File: src/rtl/irq_fe_pkg.sv
package irq_fe_pkg;
  localparam logic [7:0] OFS_GE  = 8'h1C;
  localparam logic [7:0] OFS_ST  = 8'h20;
  localparam logic [7:0] OFS_EN  = 8'h28;
  localparam logic [7:0] OFS_KEY = 8'h40;
  localparam logic [31:0] KEY_VAL = 32'h0000_000A;
endpackage

File: src/rtl/irq_status_bank.sv
module irq_status_bank #(
  parameter int SRC_N = 8
) (
  input  logic             clk,
  input  logic             rst,
  input  logic             clr_all,
  input  logic [SRC_N-1:0] evt_i,
  input  logic             w1c_en,
  input  logic [SRC_N-1:0] w1c_mask,
  output logic [SRC_N-1:0] st_o
);
  logic [SRC_N-1:0] st_q;

  for (genvar b = 0; b < SRC_N; b++) begin : g_bit
    always_ff @(posedge clk) begin
      if (rst || clr_all)
        st_q[b] <= 1'b0;
      else if (evt_i[b])
        st_q[b] <= 1'b1;
      else if (w1c_en && w1c_mask[b])
        st_q[b] <= 1'b0;
    end
  end

  assign st_o = st_q;


  st_hold_chk: assert property (@(posedge clk) disable iff (rst)
    (!w1c_en && !clr_all) |=> ((st_q & $past(st_q)) == $past(st_q)));


  evt_set_chk: assert property (@(posedge clk) disable iff (rst)
    (!clr_all) |=> ((st_q & $past(evt_i)) == $past(evt_i)));
endmodule

File: src/rtl/irq_enable_regs.sv
module irq_enable_regs #(
  parameter int SRC_N = 8
) (
  input  logic             clk,
  input  logic             rst,
  input  logic             clr_all,
  input  logic             en_we,
  input  logic [SRC_N-1:0] en_wdata,
  input  logic             ge_we,
  input  logic             ge_wdata,
  output logic [SRC_N-1:0] en_o,
  output logic             ge_o
);
  logic [SRC_N-1:0] en_q;
  logic             ge_q;

  always_ff @(posedge clk) begin
    if (rst || clr_all) begin
      en_q <= '0;
      ge_q <= 1'b0;
    end else begin
      if (en_we) en_q <= en_wdata;
      if (ge_we) ge_q <= ge_wdata;
    end
  end

  assign en_o = en_q;
  assign ge_o = ge_q;


  en_store_chk: assert property (@(posedge clk) disable iff (rst)
    (en_we && !clr_all) |=> (en_q == $past(en_wdata)));


  ge_store_chk: assert property (@(posedge clk) disable iff (rst)
    (ge_we && !clr_all) |=> (ge_q == $past(ge_wdata)));
endmodule

File: src/rtl/irq_key_reset.sv
module irq_key_reset #(
  parameter int          DATA_W = 32,
  parameter logic [31:0] KEY    = 32'h0000_000A
) (
  input  logic              clk,
  input  logic              rst,
  input  logic              key_we,
  input  logic [DATA_W-1:0] wdata,
  output logic              pulse_o
);
  localparam logic [DATA_W-1:0] KEY_W = DATA_W'(KEY);
  logic pulse_q;

  always_ff @(posedge clk) begin
    if (rst) pulse_q <= 1'b0;
    else     pulse_q <= key_we && (wdata == KEY_W);
  end

  assign pulse_o = pulse_q;


  key_only_chk: assert property (@(posedge clk) disable iff (rst)
    pulse_q |-> $past(key_we && (wdata == KEY_W)));


  bad_key_chk: assert property (@(posedge clk) disable iff (rst)
    (key_we && (wdata != KEY_W)) |=> !pulse_q);
endmodule

File: src/rtl/irq_front_end.sv
module irq_front_end #(
  parameter int DATA_W = 32,
  parameter int SRC_N  = 8,
  parameter int ADDR_W = 8
) (
  input  logic              clk,
  input  logic              rst,
  input  logic [SRC_N-1:0]  evt_i,
  input  logic              wr_en_i,
  input  logic              rd_en_i,
  input  logic [ADDR_W-1:0] addr_i,
  input  logic [DATA_W-1:0] wdata_i,
  output logic [DATA_W-1:0] rdata_o,
  output logic              irq_o,
  output logic              soft_rst_o
);
  import irq_fe_pkg::*;

  localparam int GE_BIT = DATA_W - 1;
  localparam int PAD_W  = DATA_W - SRC_N;
  localparam logic [ADDR_W-1:0] A_GE  = ADDR_W'(OFS_GE);
  localparam logic [ADDR_W-1:0] A_ST  = ADDR_W'(OFS_ST);
  localparam logic [ADDR_W-1:0] A_EN  = ADDR_W'(OFS_EN);
  localparam logic [ADDR_W-1:0] A_KEY = ADDR_W'(OFS_KEY);

  logic [SRC_N-1:0]  st, en;
  logic              ge;
  logic              clr_all;
  logic [DATA_W-1:0] rd_q, rd_mux;
  logic              irq_q;

  assign clr_all = soft_rst_o;

  irq_status_bank #(.SRC_N(SRC_N)) u_status (
    .clk(clk), .rst(rst), .clr_all(clr_all), .evt_i(evt_i),
    .w1c_en(wr_en_i && (addr_i == A_ST)),
    .w1c_mask(wdata_i[SRC_N-1:0]),
    .st_o(st)
  );

  irq_enable_regs #(.SRC_N(SRC_N)) u_enable (
    .clk(clk), .rst(rst), .clr_all(clr_all),
    .en_we(wr_en_i && (addr_i == A_EN)),
    .en_wdata(wdata_i[SRC_N-1:0]),
    .ge_we(wr_en_i && (addr_i == A_GE)),
    .ge_wdata(wdata_i[GE_BIT]),
    .en_o(en), .ge_o(ge)
  );

  irq_key_reset #(.DATA_W(DATA_W), .KEY(KEY_VAL)) u_key (
    .clk(clk), .rst(rst),
    .key_we(wr_en_i && (addr_i == A_KEY)),
    .wdata(wdata_i),
    .pulse_o(soft_rst_o)
  );

  always_comb begin
    rd_mux = '0;
    if (addr_i == A_ST)      rd_mux = {{PAD_W{1'b0}}, st};
    else if (addr_i == A_EN) rd_mux = {{PAD_W{1'b0}}, en};
    else if (addr_i == A_GE) rd_mux[GE_BIT] = ge;
  end

  always_ff @(posedge clk) begin
    if (rst) begin
      rd_q  <= '0;
      irq_q <= 1'b0;
    end else begin
      if (rd_en_i) rd_q <= rd_mux;
      irq_q <= ge && |(st & en);
    end
  end

  assign rdata_o = rd_q;
  assign irq_o   = irq_q;


  irq_gate_chk: assert property (@(posedge clk) disable iff (rst)
    irq_q |-> $past(ge && |(st & en)));


  rd_hold_chk: assert property (@(posedge clk) disable iff (rst)
    !rd_en_i |=> $stable(rd_q));
endmodule

File: config.mk
export PLATFORM = sky130hd
export DESIGN_NAME = irq_front_end
export DESIGN_NICKNAME = d
export VERILOG_FILES = /design/src/rtl/irq_fe_pkg.sv /design/src/rtl/irq_status_bank.sv /design/src/rtl/irq_enable_regs.sv /design/src/rtl/irq_key_reset.sv /design/src/rtl/irq_front_end.sv
export SDC_FILE = /design/constraint.sdc
export NUM_CORES = 1
export LEC_CHECK = 0
export ABC_AREA = 1
export BUFFER_PORTS_ARGS = -buffer_cell sky130_fd_sc_hd__buf_2
export CAP_MARGIN = 10
export CELL_PAD_IN_SITES_DETAIL_PLACEMENT = 1
export CELL_PAD_IN_SITES_GLOBAL_PLACEMENT = 1
export CORE_MARGIN = 5
export CORE_UTILIZATION = 32
export DETAILED_ROUTE_END_ITERATION = 16
export PLACE_DENSITY_LB_ADDON = 0.3
export REMOVE_ABC_BUFFERS = 1
export SLEW_MARGIN = 30
export SYNTH_ARGS = -nofsm -noshare
export SYNTH_HDL_FRONTEND = slang
export SYNTH_SLANG_ARGS = --single-unit
File: constraint.sdc
create_clock -name clk -period 2.35 [get_ports clk]
set_input_delay 0.1175 -clock clk [delete_from_list [all_inputs] [get_ports clk]]
set_output_delay 0.1175 -clock clk [all_outputs]
set_load 0.02 [all_outputs]
==> results of run 1 <==
## registers in the layout (all words and copies together), names as in the netlist
name / count
u_enable.en_o: 8
u_key.pulse_o: 1
irq_o: 1
u_enable.ge_o: 1
u_status.st_o: 8
rdata_o: 9
## power by group through the flow
stage | registers (mW) | clock network (mW) | logic (mW)
global placement | 0.513 | 0 | 0.162
global route | 0.505 | 0.415 | 0.184
CTS | 0.502 | 0.400 | 0.166
finish | 0.502 | 0.387 | 0.165
detailed placement | 0.513 | 0 | 0.165
floorplan | 0.519 | 0 | 0.0784
## per-stage QoR
stage | area (sq um) | std cells
final | 1960 | 375
after global routing | 1960 | 375
after CTS | 1960 | 375
after detailed placement | 1890 | 371
after global placement | 1890 | 371
after floorplan | 1490 | 242
## cells in the mapped netlist (all sizes together)
cell / count / share of area (%)
inv: 31 / 7.2
o21ai: 1 / 0.31
nor4: 2 / 0.77
dfxtp: 28 / 35
buf: 26 / 12
nand3b: 1 / 0.46
nand2: 56 / 14
a22o: 4 / 2.2
nand3: 17 / 5.6
nor2: 57 / 15
nor3: 2 / 0.62
clkbuf: 3 / 0.70
clkinv: 1 / 0.23
a21oi: 13 / 4.0
conb: 1 / 0.23
nand4: 6 / 2.3
## cell type report
| type | instances | share of cell area, % |
|---|---|---|
| clock buffers | 3 | 2.11 |
| flip-flops and latches | 28 | 28.6 |
| clock inverters | 1 | 1.53 |
| inverters | 32 | 6.13 |
| repair buffers | 62 | 15.8 |
| well taps | 67 | 4.28 |
| multi-input cells | 182 | 41.5 |
## worst min-delay path, delay by kind of cell
kind / cells / cell delay, ns
buffers and inverters: 2 / 0.13
AO/OA/AOI/OAI: 1 / 0.05
## kinds of logic (layout without fill, tap and decap cells)
group | count (synthesis) | in the layout
other | 1 | 23
AND/OR/NAND/NOR | 141 | 141
flip-flops | 28 | 28
AO/OA/AOI/OAI | 18 | 18
buffers and inverters | 61 | 98
## worst paths after layout
| path | from | endpoint | slack, ns | cells past startpoint |
|---|---|---|---|---|
| setup / recovery | u_key.pulse_o | u_status.st_o[3] | 1.05 | 3 |
| hold / removal | evt_i[7] | u_status.st_o[7] | 0.06 | 3 |
| setup reg to reg | u_key.pulse_o | u_status.st_o[3] | 1.05 | 3 |
| hold reg to reg | rdata_o[31] | rdata_o[31] | 0.47 | 2 |
## routing by layer
metal  vias up  global-route usage [%]  share of wire, %
li1        843                       -                 -
met1       720                    18.3                47
met2        41                    24.5                48
met3         4                    1.55               4.9
met4         0                    4.05              0.65
met5         -                       0                 0
==> metrics list, run 1 <==
- In this run the number of H-tree levels came out at 1.
- Combinational power share: 15.6%
- The final-report max-slew violation count was 0.
* Post-Synth Adder-Cell Area: 0%
- In this run, flip-flops and latches consume 47.6% of the power.
* Post-route fraction of the period consumed by the critical path: 55.2%
* Net Sw Frac: 26.5%
- For this design the ratio of total power to cell area is 538 nW/um^2.
- The initial antenna violation count was 0.
- Summed negative setup slack over all endpoints: 0 ns
- Cell internal power was estimated by the tool at 0.776 mW.
* Multi-input gate area in the final layout: 813 sq um
- Required @ worst endpoint: 2.56 ns
* Count of clock tree sinks: 28
- Starting density of the core: 33.6%
- Sequential Area: 561 sq um
- Cell area after synthesis: 1620 sq um
* Synthesis-to-finish area growth: 21.0%
* Path class of the lowest-slack min-delay path: primary input to register
- Entering global routing, the biggest net connects 18 pins.
* Total half-perimeter wirelength after legalization and detailed placement: 3640 um
* Dominant delay contributor by cell family on the critical path: buffers and inverters
- Net switching component of the power: 0.279 mW
* Synth Area in Simple Gates: 38.4%
- Dividing the detail-routed wire length by the instance count gives 12.3 um.
- For this run, design rule violations remaining after detail routing come to 0.
- Result of the run: complete, no violations
- Buffers inserted during clock tree synthesis total 3.
- In this run the post-CTS setup repair buffer count came out at 0.
- Number of setup violations in the final report: 0
- The critical path goes through nor2_2 > clkinv_1 > a21oi_1.
- 0 antenna diodes ended up in the layout.
- Cell row count: 25
* Post-CTS Hold Fix Bufs: 0
- For this run the aggregate overflow at the end of global routing stands at 0.
* Post-cts repair resize count: 0
* Horizontal die dimension: 81.1 um
- Synthesis handed over a netlist of 249 instances.
* Synth Area in Compound Gates: 6.49%
* Combinational family with the most area after synthesis: simple AND/OR/NAND/NOR gates
* Data arrival time at the worst-slack endpoint: 1.50 ns
- Count of distinct cell types in the synthesized netlist: 24
* First DRT Iteration DRCs: 56
- For this run, the post-layout net count is 361.
- Die Ht: 81.1 um
- Mean post-synth cell area: 6.50 sq um
- For this run, the detailed router's first-pass iteration total came to 4.
* Final critical delay including setup and external delays: 1.30 ns
- Clock transition time at the flip-flop clock pins of the worst setup and hold paths: 0.10 ns
- The portion of synthesized area spent on multiplexers is 0%.
* Fill cell total of the finished layout: 703
- In this run the remaining antenna-violating nets after routing total 0.
- Input and output buffers added on the ports amount to 62.
- No sink is reached through more buffers than the 2 on the longest clock path.
- Kind of end point of the critical path: register
- The analysis attributes to cell leakage a power of 1.05 nW.
* Vias in the first global route: 1,621
* Crit path max fanout: 9
* First-pass GRT wire length: 7220 um
- The number of failing hold endpoints at the final stage is 0.
- Die footprint: 6580 sq um
* Setup repair after global routing missed its margin: false
- The clock network accounts for 36.7% of the total power.
- Total wirelength of the detailed-routed design: 4600 um
- Together, buffers and inverters on the worst path number 1.
* Final Core Density: 40.7%
* Critical Path Slowest Stage Cell: clkinv_1
* Total power draw: 1.05 mW
- The largest single stage delay on the critical path is 0.38 ns.
- Leaving out fill and tap cells, the most frequent cells in the layout are 62 x buf_2, 53 x nand2_1, 52 x nor2_1, 30 x inv_1, 28 x dfxtp_1.
* Parity-gate share of the synthesized area counting xor and xnor cells: 0%
- CTS placed an instance of clkbuf_8 at the clock tree root.
* Fmax achieved: 0.771 GHz
* Yosys warnings: 0
* Final hold slack: 0.0591 ns
* Setup Slack @ Placement: 1.04 ns
* Most common library cell in the layout ignoring fill and taps: buf_2
- Cells with a size suffix above 1 make up 24.7% of the layout.
* RD Place Congestion: 0.780
* Skew-Pair Late Insertion Delay: 0.28 ns
* Worst Setup Start Kind: register
- Maximum ir drop on the vdd rail: 216 uV
- The critical path in this run is classified as register to register.
- The total area inside the core boundary comes to 4820 sq um.
* Number of vias per cell: 4.29
* TritonCTS clock tree: yes
- After synthesis the netlist holds a flip-flop and latch count of 28.
- Total track usage: 14.1%
- Setup slack on the critical path of the routed design comes to 1.05 ns.
- Worst Skew: 0.00766 ns
- 86 I/O pins were placed.
* Max-cap violations: 0
* Count of vias placed by the detailed router: 1,608
* Sequential-to-total area share from yosys stat: 34.6%
No activity file was read; power rests on OpenSTA's default activity.
==> run 2, diff against run 1 <==
- CORE_UTILIZATION: 32 -> 29
- clock period: 2.35 -> 1.2 ns (I/O delays scaled with it)
==> metrics list, run 2 (same netlist as run 1, synthesis figures left out) <==
- The flow ran to the end, and the final reports show no timing, DRC or antenna violations.
* Total wirelength of the detailed-routed design: 4630 um (+0.59%)
* Count of placed standard cells in the final layout, fillers left out: 387 (+3.2%)
- The initial core utilization came to 29.6% (-4.0 points).
* Final hold slack: 0.00542 ns (-0.0537 ns)
- The count of final setup violators came to 0 (unchanged).
- Buffer levels on the longest clock path: 2 (unchanged)
- The depth of the critical timing path with buffers and inverters included is 3 (unchanged).
- The per-cell via count in the routed design is 4.33 (+0.88%).
* Path class of the lowest-slack min-delay path: primary input to register
* Final count of pins violating max slew: 0 (unchanged)
- Total placed instance area: 1950 sq um (+3.2%)
* Buffers on Ports: 62 (unchanged)
- The number of levels the H-tree was split into was 1 (unchanged).
- The number of global-route vias before repair was 1,675 (+3.3%).
- Total power draw: 2.09 mW (+98%)
* PD cells: 1020 nW/um^2 (+89%)
* TritonCTS clock tree: yes
- Antenna Cells: 0 (unchanged)
* Clock transition time at the flip-flop clock pins of the worst setup and hold paths: 0.10 ns (about the same)
- Worst-path cell chain: nor2_2 > clkinvlp_4 > a21oi_1
* Area of all placed cells without fillers: 2050 sq um (+4.9%)
* Cell row count: 27 (+8.0%)
* Placed cells: 380 (+2.4%)
- Startpoint of the most critical register-to-register path: u_key.pulse_o
- The max capacitance violation total came to 0 (unchanged).
- Final Core Density: 37.5% (-3.1 points)
- The detailed placer's ending HPWL was 3760 um (+3.2%).
* Total track usage: 13.0% (-1.1 points)
* Startpoint-to-endpoint class of the critical path: register to register
- The number of buffer and inverter stages on the critical path was 1 (unchanged).
- The total leakage power is 1.09 nW (+3.5%).
- The worst setup path is captured at a register.
- Number of nets in the layout: 368 (+1.9%)
- Compared with the post-synthesis result, the final layout area differs by 26.9%.
* Required @ worst endpoint: 1.41 ns (-1.15 ns)
- The count of buffers added by post-CTS timing repair for setup was 0 (unchanged).
- Following the worst setup path forward leads to its endpoint at u_status.st_o[2].
- Die footprint: 7180 sq um (+9.0%)
- The endpoint arrival time on the critical path was 1.23 ns (-0.27 ns).
- Setup slack after layout: 0.178 ns (-0.875 ns)
- Grt ovf: 0 (unchanged)
* Most used cells in the layout excluding fill and tap cells: 62 x buf_2, 53 x nand2_1, 52 x nor2_1, 30 x inv_1, 28 x dfxtp_1
* Summed negative setup slack over all endpoints: 0 ns (unchanged)
* Pre-Repair DR Iteration Count: 4 (unchanged)
- The average wire per cell in the routed design was 12.0 um (-2.5%).
* Critical Path Slowest Stage Cell: dfxtp_1
- Antenna-violating nets left: 0 (unchanged)
- Worst Skew: 0.00262 ns (-0.00504 ns)
- Most common library cell in the layout ignoring fill and taps: buf_2
- Count of vias placed by the detailed router: 1,674 (+4.1%)
- The total DRC errors in the routed layout came to 0 (unchanged).
- Maximum number of pins on one net before global-route repair: 18 (unchanged)
* Horizontal die dimension: 84.7 um (+4.4%)
- Cell at the root of the clock tree: clkbuf_8
* I/O pin cnt: 86 (unchanged)
- The number of flip-flops in the largest register is 9 (unchanged).
- The initial antenna violation count came to 0 (unchanged).
* Dominant delay contributor by cell family on the critical path: flip-flops
- The setup slack of the most critical reg-to-reg path came to 0.18 ns (-0.88 ns).
* Post-route fraction of the period consumed by the critical path: 85.2% (+30 points)
- Critical Path Max Stage Delay: 0.33 ns (-0.05 ns)
* Skew-Pair Late Insertion Delay: 0.28 ns (about the same)
- Count of clock tree sinks: 28 (unchanged)
- Fraction of final layout cells with drive strength greater than 1: 25.7% (+1.0 points)
* First-pass GRT wire length: 7540 um (+4.5%)
* Final hold vios: 0 (unchanged)
- Setup Slack @ Placement: 0.0986 ns (-0.937 ns)
- RD Place Congestion: 0.738 (-5.3%)
- Final critical delay including setup and external delays: 1.02 ns (-0.275 ns)
* Maximum ir drop on the vdd rail: 486 uV (+120%)
- Cells on worst reg2reg path: 3 (unchanged)
- The worst setup path is launched from a register.
* Die Ht: 84.7 um (+4.4%)
- The number of DRC markers after the initial detailed-route iteration was 49 (-13%).
- Floorplan core area: 5470 sq um (+14%)
* Crit path max fanout: 9 (unchanged)
- The endpoint identified for the worst register-to-register timing path is u_status.st_o[2].
- Worst Setup SP: u_key.pulse_o
* Number of buffers created by CTS: 3 (unchanged)
- The maximum frequency from static timing analysis was 0.979 GHz (+27%).
* Setup repair after global routing missed its margin: false
==> run 2: worst min path at each step <==
stage / end / from / cells past startpoint / slack [ns]
3_5_place_dp: u_status.st_o[5] / evt_i[5] / 3 / 0.30
2_1_floorplan: rdata_o[31] / rst / 1 / 0.13
4_1_cts: u_status.st_o[3] / evt_i[3] / 3 / 0.003
5_1_grt: u_status.st_o[0] / evt_i[0] / 3 / 0.003
6_report: u_status.st_o[3] / evt_i[3] / 3 / 0.005
3_3_place_gp: u_status.st_o[6] / evt_i[6] / 3 / 0.30
==> run 2: final cells by class <==
class	count	area, sq um
multi-input cells	182	813
clock buffers	3	41.3
flip-flops and latches	28	561
clock inverters	1	30.0
fillers	773	3420
inverters	32	124
repair buffers	69	395
well taps	72	90.1
==> run 2: report_power, final <==
| part | switching [mW] | internal, mW |
|---|---|---|
| clock | 0.324 | 0.447 |
| sequential | 0.0220 | 0.962 |
| combinational | 0.215 | 0.122 |
==> run 2: what timing repair did <==
action	in CTS	in global routing
gates resized for setup	0	1
endpoints found under the hold margin	3	0
setup endpoints to repair	0	1
hold buffers	3	0
==> run 2: worst register-to-register path: cells and delay by family (launching register included) <==
family | cells | cell delay, ns
AND/OR/NAND/NOR | 1 | 0.17
flip-flops | 1 | 0.33
AO/OA/AOI/OAI | 1 | 0.19
buffers and inverters | 1 | 0.26
==> run 2: layer usage <==
layer	GRT usage (%)	share of wire [%]	up-vias
met2	23.6	50	44
met4	4.32	1.4	0
met3	2.55	5.4	4
met1	15.2	43	769
li1	-	-	857
met5	0	0	-
